<file path="src/rtl/stage_pulse_pkg.sv">
package stage_pulse_pkg;

  typedef enum logic {
    ST_SEARCH = 1'b0,
    ST_HOLD   = 1'b1
  } ctrlState_t;

  typedef struct packed {
    logic fire;
    logic rearm;
  } ctrlStrobe_t;

endpackage

</file>
<file path="src/rtl/stage_pulse_sync.sv">
module stage_pulse_sync #(
  parameter int STAGES = 2
) (
  input  logic clk,
  input  logic rstN,
  input  logic asyncIn,
  output logic syncOut
);
  logic [STAGES-1:0] chain;

  for (genvar i = 0; i < STAGES; i++) begin : g_flop
    if (i == 0) begin : g_first
      always_ff @(posedge clk or negedge rstN) begin
        if (!rstN) chain[i] <= 1'b0;
        else       chain[i] <= asyncIn;
      end
    end else begin : g_next
      always_ff @(posedge clk or negedge rstN) begin
        if (!rstN) chain[i] <= 1'b0;
        else       chain[i] <= chain[i-1];
      end
    end
  end

  assign syncOut = chain[STAGES-1];
endmodule

</file>
<file path="src/rtl/stage_pulse_fsm.sv">
module stage_pulse_fsm
  import stage_pulse_pkg::*;
(
  input  logic        clk,
  input  logic        rstN,
  input  logic        doneSync,
  input  logic        goSync,
  output ctrlStrobe_t strobe
);
  ctrlState_t state, stateNext;
  logic       capture;
  logic       bothLow;

  assign capture = doneSync & goSync;
  assign bothLow = ~doneSync & ~goSync;

  always_comb begin
    stateNext    = state;
    strobe.fire  = 1'b0;
    strobe.rearm = 1'b0;
    unique case (state)
      ST_SEARCH: begin
        if (capture) begin
          strobe.fire = 1'b1;
          stateNext   = ST_HOLD;
        end
      end
      ST_HOLD: begin
        if (bothLow) begin
          strobe.rearm = 1'b1;
          stateNext    = ST_SEARCH;
        end
      end
      default: stateNext = ST_SEARCH;
    endcase
  end

  always_ff @(posedge clk or negedge rstN) begin
    if (!rstN) state <= ST_SEARCH;
    else       state <= stateNext;
  end
endmodule

</file>
<file path="src/rtl/stage_pulse_dp.sv">
module stage_pulse_dp
  import stage_pulse_pkg::*;
(
  input  logic        clk,
  input  logic        rstN,
  input  ctrlStrobe_t strobe,
  output logic        pulseQ,
  output logic        handshakeQ
);
  always_ff @(posedge clk or negedge rstN) begin
    if (!rstN) begin
      pulseQ     <= 1'b0;
      handshakeQ <= 1'b0;
    end else begin
      pulseQ <= strobe.fire;
      if (strobe.fire)       handshakeQ <= 1'b1;
      else if (strobe.rearm) handshakeQ <= 1'b0;
    end
  end
endmodule

</file>
<file path="src/rtl/stage_pulse_ctrl.sv">
module stage_pulse_ctrl
  import stage_pulse_pkg::*;
#(
  parameter int SYNC_STAGES = 2
) (
  input  logic clk,
  input  logic rstN,
  input  logic doneIn,
  input  logic goIn,
  output logic loadPulse,
  output logic upAck,
  output logic downReq
);
  logic        doneSync;
  logic        goSync;
  logic        handshake;
  ctrlStrobe_t strobe;

  stage_pulse_sync #(.STAGES(SYNC_STAGES)) u_syncDone (
    .clk(clk), .rstN(rstN), .asyncIn(doneIn), .syncOut(doneSync)
  );

  stage_pulse_sync #(.STAGES(SYNC_STAGES)) u_syncGo (
    .clk(clk), .rstN(rstN), .asyncIn(goIn), .syncOut(goSync)
  );

  stage_pulse_fsm u_fsm (
    .clk(clk), .rstN(rstN), .doneSync(doneSync), .goSync(goSync), .strobe(strobe)
  );

  stage_pulse_dp u_dp (
    .clk(clk), .rstN(rstN), .strobe(strobe), .pulseQ(loadPulse), .handshakeQ(handshake)
  );

  assign upAck   = handshake;
  assign downReq = handshake;
endmodule

</file>
<file path="config.mk">
export PLATFORM = sky130hd
export DESIGN_NAME = stage_pulse_ctrl
export DESIGN_NICKNAME = d
export VERILOG_FILES = /design/src/rtl/stage_pulse_pkg.sv /design/src/rtl/stage_pulse_sync.sv /design/src/rtl/stage_pulse_fsm.sv /design/src/rtl/stage_pulse_dp.sv /design/src/rtl/stage_pulse_ctrl.sv
export SDC_FILE = /design/constraint.sdc
export NUM_CORES = 1
export LEC_CHECK = 0
export CORE_AREA = 5 5 42 44
export CTS_BUF_LIST = sky130_fd_sc_hd__clkbuf_8
export DETAILED_ROUTE_END_ITERATION = 12
export DIE_AREA = 0 0 47 49
export GPL_ROUTABILITY_DRIVEN = 0
export GPL_TIMING_DRIVEN = 0
export HOLD_SLACK_MARGIN = 0.06
export PLACE_DENSITY_LB_ADDON = 0.25
export SETUP_SLACK_MARGIN = 0.3
export SYNTH_ARGS = -nofsm -noshare
export SYNTH_HDL_FRONTEND = slang
export SYNTH_SLANG_ARGS = --single-unit
</file>
<file path="constraint.sdc">
create_clock -name clk -period 0.8 [get_ports clk]
set_input_delay 0.08 -clock clk [delete_from_list [all_inputs] [get_ports clk]]
set_output_delay 0.08 -clock clk [all_outputs]
set_load 0.005 [all_outputs]
</file>
==> metrics, run 1 <==
sequential share of the synthesized area=81.9%; die width=47 um; Leak=0.159 nW; Top Layer Used=met4; Cells after DPL=37; Initial Util=15.3%; Final TNS setup=-0.148 ns; setup violators final=2; post-layout min period=0.917 ns; total of max-cap violations=0; DRC violations left=0; top cell type's share of synthesized area=81.9%; Tot Pwr=1.01 mW; synthesized flop and latch total=7; top cells by area, synth=dfrtp_1 (82%), o21ai_0 (4.7%), buf_4 (3.5%); final period utilization=115%; Logic pwr share=12.2%; Slew headroom=79.0%; vias in the first global route=155; Fill cells=158; FFs w/ async S/R, synth=100%; Setup CP Type=flip-flop to output port; area leader, netlist=dfrtp_1; Core ar.=1400 um^2; largest net degree at the start of global routing=8; DIE AREA=2300 um^2; VDD IR max=0.894 mV; CP max FO=3; layout cell share with drive strength beyond 1=38.5%; cts hold-fix bufs=0; most frequent cell after synthesis=dfrtp_1; synth cell count leaders=dfrtp_1 (7), nand2_1 (2), o21ai_0 (2); DP Area=294 um^2; failing checks=setup timing; hold slack=0.114 ns; aggregate global routing overflow=0; pwr/cell area=2890 nW/um^2; NetSw=0.207 mW; Syn-to-layout area delta=62.6%; Yosys warning count=0; GRT Util Overall=4.20%; number of flops mapped to enable cells by yosys=0; Via density=3.67; wire length on met1=124 um; RSZ-0062 raised after global routing=yes; post-route non-filler standard cell count=42; WP data arrival=0.84 ns; initial antenna violation count=0; Worst Clk Skew=0.00313 ns; Max Clk Rate=1.09 GHz; top_reg_cell synth=dfrtp_1; CTS sink cnt=7; CTS tree=done; worst-margin pin slew=0.314 ns; Final Max Tran Viols=0; DP Wirelength=242 um; WL met3=66 um; Net Count, Synth=19; drt wl/cell=8.38 um; mean area per synthesized cell=14.3 um^2; Yosys cell types=7; IO Pins=7; Reg clk slew, reported paths=0.04 ns; DRT Wirelength=352 um; CTS HTree Levels=1; Crit. End Element=output port; clock buffer depth=2; hold violation total from the final report=0; Cells after Synth=15; Tightest Hold Check Type=primary input to asynchronous set/reset pin; switching share of power=20.6%; drt pass-1 iters=2; DRT antenna net count=0; Die Y=49 um; Port Buf Inserts=6; P_int=0.799 mW; # diodes=0; final instance area=348 um^2; Sequential Power Share=40.4%; vias post-DR=154; setup ws final=-0.117 ns; Post-Synthesis Cell Area=214 um^2; Site Rows=14; Clock Power Share=47.3%; global-route wire length before repair=586 um; initial DRC count=1; met2 WL=137 um; worst skew pair latency=0.22 ns; CP Launch Type=flip-flop; status=complete, but fails checks; nets=31; root buffer cell=clkbuf_8; Critical Path RT=0.72 ns; total CTS buffers=3
what timing repair did:
action	in CTS	in global routing
cloned	0	0
endpoints found under the setup margin	6	6
gates resized for setup	15	1
pin swaps	3	0
buffers inserted	1	0
cell usage in the layout, fill, tap and decap left out:
master	n
a21oi_2	1
nor2_1	1
buf_2	2
buf_6	2
nand2_2	1
dfrtp_1	7
inv_1	1
clkbuf_8	3
o21ai_1	3
buf_4	1
nand2_1	1
clkdlybuf4s50_1	3
flip-flops by register name, indices dropped and copies added (netlist names):
signal and flops:
u_syncDone.syncOut 1, u_dp.pulseQ 1, u_syncGo.chain 1, u_syncGo.syncOut 1
u_syncDone.chain 1, u_dp.handshakeQ 1, u_fsm.state 1
power groups by stage:
| stage | combinational (mW) | clock, mW | sequential (mW) |
|---|---|---|---|
| 3_3_place_gp | 0.106 | 0 | 0.409 |
| 2_1_floorplan | 0.0357 | 0 | 0.409 |
| 5_1_grt | 0.138 | 0.508 | 0.411 |
| 3_5_place_dp | 0.107 | 0 | 0.411 |
| 4_1_cts | 0.125 | 0.498 | 0.406 |
| 6_report | 0.123 | 0.476 | 0.407 |
path summary, 6_finish.rpt:
path / startpoint / endpoint / slack [ns] / cells after the start
min in group clk: doneIn / u_syncDone.chain[0] / 0.29 / 1
worst min register to register: u_syncDone.chain[0] / u_syncDone.syncOut / 0.35 / 0
max in group asynchronous: rstN / u_fsm.state / 0.45 / 1
worst min-delay path: rstN / u_syncDone.chain[0] / 0.11 / 1
worst max-delay path: u_dp.handshakeQ / upAck / -0.12 / 2
worst max register to register: u_dp.handshakeQ / u_dp.handshakeQ / 0 / 3
through the flow:
step | util (%) | setup slack [ns]
3_3_place_gp | 21.0 | -0.237
6_report | 24.8 | -0.117
3_5_place_dp | 21.0 | -0.246
4_1_cts | 24.6 | -0.122
5_1_grt | 24.8 | -0.138
2_1_floorplan | - | 0.104
worst max-delay path, cell delays in order, from the launching register on:
cell,delay (ns)
dfrtp_1,0.39
buf_6,0.12
buf_6,0.10
layer usage:
metal	vias up	track usage, %
met1	71	3.63
li1	69	-
met2	10	4.75
met5	-	0
met3	4	2.58
met4	0	6.91
final cells by class:
class	count	area, um^2	area share (%)
multi-input combinational	7	37.5	10.8
buffer	1	11.3	3.24
timing repair buffer	7	58.8	16.9
clock buffer	3	41.3	11.9
clock inverter	1	3.75	1.08
tap	16	20.0	5.76
sequential	7	175	50.4
cell families (layout without fill, tap and decap cells):
kind of cell    count (synthesis)  in the layout  share of synthesized area (%)
flops                           7              7                           81.9
buf+inv                         1             12                           3.51
simple gates                    3              3                           5.26
compound gates                  4              4                           9.35
Note: power is estimated with default switching activity, not from simulation.
==> run 2, diff against run 1 <==
==> constraint.sdc (replaced) <==
create_clock -name clk -period 0.8 [get_ports clk]
set_input_delay 0.08 -clock clk [delete_from_list [all_inputs] [get_ports clk]]
set_output_delay 0.08 -clock clk [all_outputs]
set_load 0.05 [all_outputs]
==> run 2 against run 1 <==
- the flow still finishes with violations (setup timing)
- critical path type unchanged
- sequential power about the same
- clock power decreased by 2%
- total power increased by 8.4%
- highest routed layer is now met3
- combinational power increased by 72%
- non-clock buffer count unchanged
- die area unchanged
- first-iteration DRC count unchanged
- maximum frequency decreased by 4.5%
==> metrics, run 2 (synthesis results as in run 1) <==
hold violation total from the final report=0; Stages on worst setup path=2; Syn-to-layout area delta=67.8%; DRT Wirelength=362 um; die width=47 um; Worst Path Buf+Inv=2; Reg area=178 um^2; setup violators final=4; Core ar.=1400 um^2; Leak=0.158 nW; VDD IR max=1.41 mV; status=complete, but fails checks; DIE AREA=2300 um^2; # diodes=0; CTS HTree Levels=1; total of max-cap violations=0; CP max FO=3; Logic pwr share=19.4%; DP Area=304 um^2; nets=31; CP max-delay cell=dfrtp_2; DRC violations left=0; Clock Power Share=43.0%; initial DRC count=1; Die Y=49 um; Max Clk Rate=1.04 GHz; largest net degree at the start of global routing=8; Sequential Power Share=37.6%; drt wl/cell=8.62 um; CTS sink cnt=7; DRT antenna net count=0; leading cell types in the layout, fill and taps excluded=dfrtp_1 (5), buf_6 (3), clkbuf_8 (3), clkdlybuf4s50_1 (3); global-route wire length before repair=634 um; Reg clk slew, reported paths=0.04 ns; worst-margin pin slew=0.308 ns; vias post-DR=144; setup ws final=-0.160 ns; aggregate global routing overflow=0; RSZ-0062 raised after global routing=yes; Tightest Hold Check Type=primary input to asynchronous set/reset pin; Setup CP Type=flip-flop to output port; Via density=3.43; Worst Clk Skew=0.00391 ns; Site Rows=14; Initial Util=15.3%; worst skew pair latency=0.22 ns; Worst path max stage delay=0.40 ns; multi-input logic area=40.0 um^2; most frequent CP cell=buf_6; Port Buf Inserts=6; failing checks=setup timing; NetSw=0.284 mW; CTS tree=done; IO Pins=7; Top delay family on crit path=flip-flops; clock buffer depth=2; switching share of power=26.0%; final instance area=359 um^2; Slew headroom=79.4%; r2r worst-path depth=3; drt pass-1 iters=2; GRT Util Overall=4.11%; pwr/cell area=3040 nW/um^2; hold slack=0.114 ns; root buffer cell=clkbuf_8; vias in the first global route=181; WP data arrival=0.88 ns; total CTS buffers=3; Setup WS pre-CTS=-0.540 ns; Crit. End Element=output port; initial antenna violation count=0; P_int=0.807 mW; post-layout min period=0.960 ns; Critical Path RT=0.72 ns; most common library cell in the layout ignoring fill and taps=dfrtp_1; Final Max Tran Viols=0; final period utilization=120%; layout cell share with drive strength beyond 1=50.0%; critical-path cell list=buf_6 -> buf_6; Fill cells=164; cts hold-fix bufs=0; CP Launch Type=flip-flop
-- run 2: cell count changes in the layout (fill, tap and decap cells not counted) --
cell and delta:
buf_2 -1, buf_6 +1, dfrtp_1 -2, dfrtp_2 +2, nor2_1 -1, nor2_2 +1, o21ai_0 +1, o21ai_1 -1
-- run 2: layout make-up --
class	instances	share of cell area, %
multi-input combinational	7	11.1
clock buffer	3	11.5
buffer	1	3.14
clock inverter	1	1.05
timing repair buffer	7	18.1
sequential	7	49.5
tap	16	5.57
-- run 2: path summary, 6_finish.rpt --
check | from | end | slack (ns)
setup / recovery | u_dp.handshakeQ | upAck | -0.16
hold / removal | rstN | u_fsm.state | 0.11
setup reg to reg | u_dp.handshakeQ | u_dp.handshakeQ | -0.01
hold reg to reg | u_syncDone.chain[0] | u_syncDone.syncOut | 0.35
max in group asynchronous | rstN | u_dp.pulseQ | 0.43
min in group clk | goIn | u_syncGo.chain[0] | 0.30
-- run 2: per-layer routing --
| layer | vias up | GRT usage [%] | wire length (um) |
|---|---|---|---|
| met5 | - | 0 | 0 |
| li1 | 69 | - | - |
| met3 | 0 | 4.80 | 60 |
| met1 | 68 | 2.70 | 119 |
| met2 | 7 | 6.79 | 183 |
| met4 | 0 | 1.38 | 0 |
-- run 2: power by group through the flow --
stage / combinational (mW) / clock [mW] / sequential, mW
floorplan: 0.0803 / 0 / 0.460
global placement: 0.196 / 0 / 0.415
detailed placement: 0.196 / 0 / 0.418
CTS: 0.213 / 0.487 / 0.409
global route: 0.227 / 0.510 / 0.416
finish: 0.212 / 0.468 / 0.410
-- run 2: timing repair --
item,4_1_cts,5_1_grt
setup buffers,1,0
resized for setup,20,2
cloned,0,0
endpoints found under the setup margin,6,6
-- run 2: metrics by stage --
step | setup TNS, ns | power [mW] | util [%] | std cells
after detailed placement | -1.40 | 0.614 | 21.7 | 37
final | -0.346 | 1.09 | 25.6 | 42
after CTS | -0.378 | 1.11 | 25.3 | 42
after global routing | -0.490 | 1.15 | 25.6 | 42
after floorplan | -0.0342 | 0.541 | - | 15
after global placement | -1.40 | 0.611 | 21.7 | 37
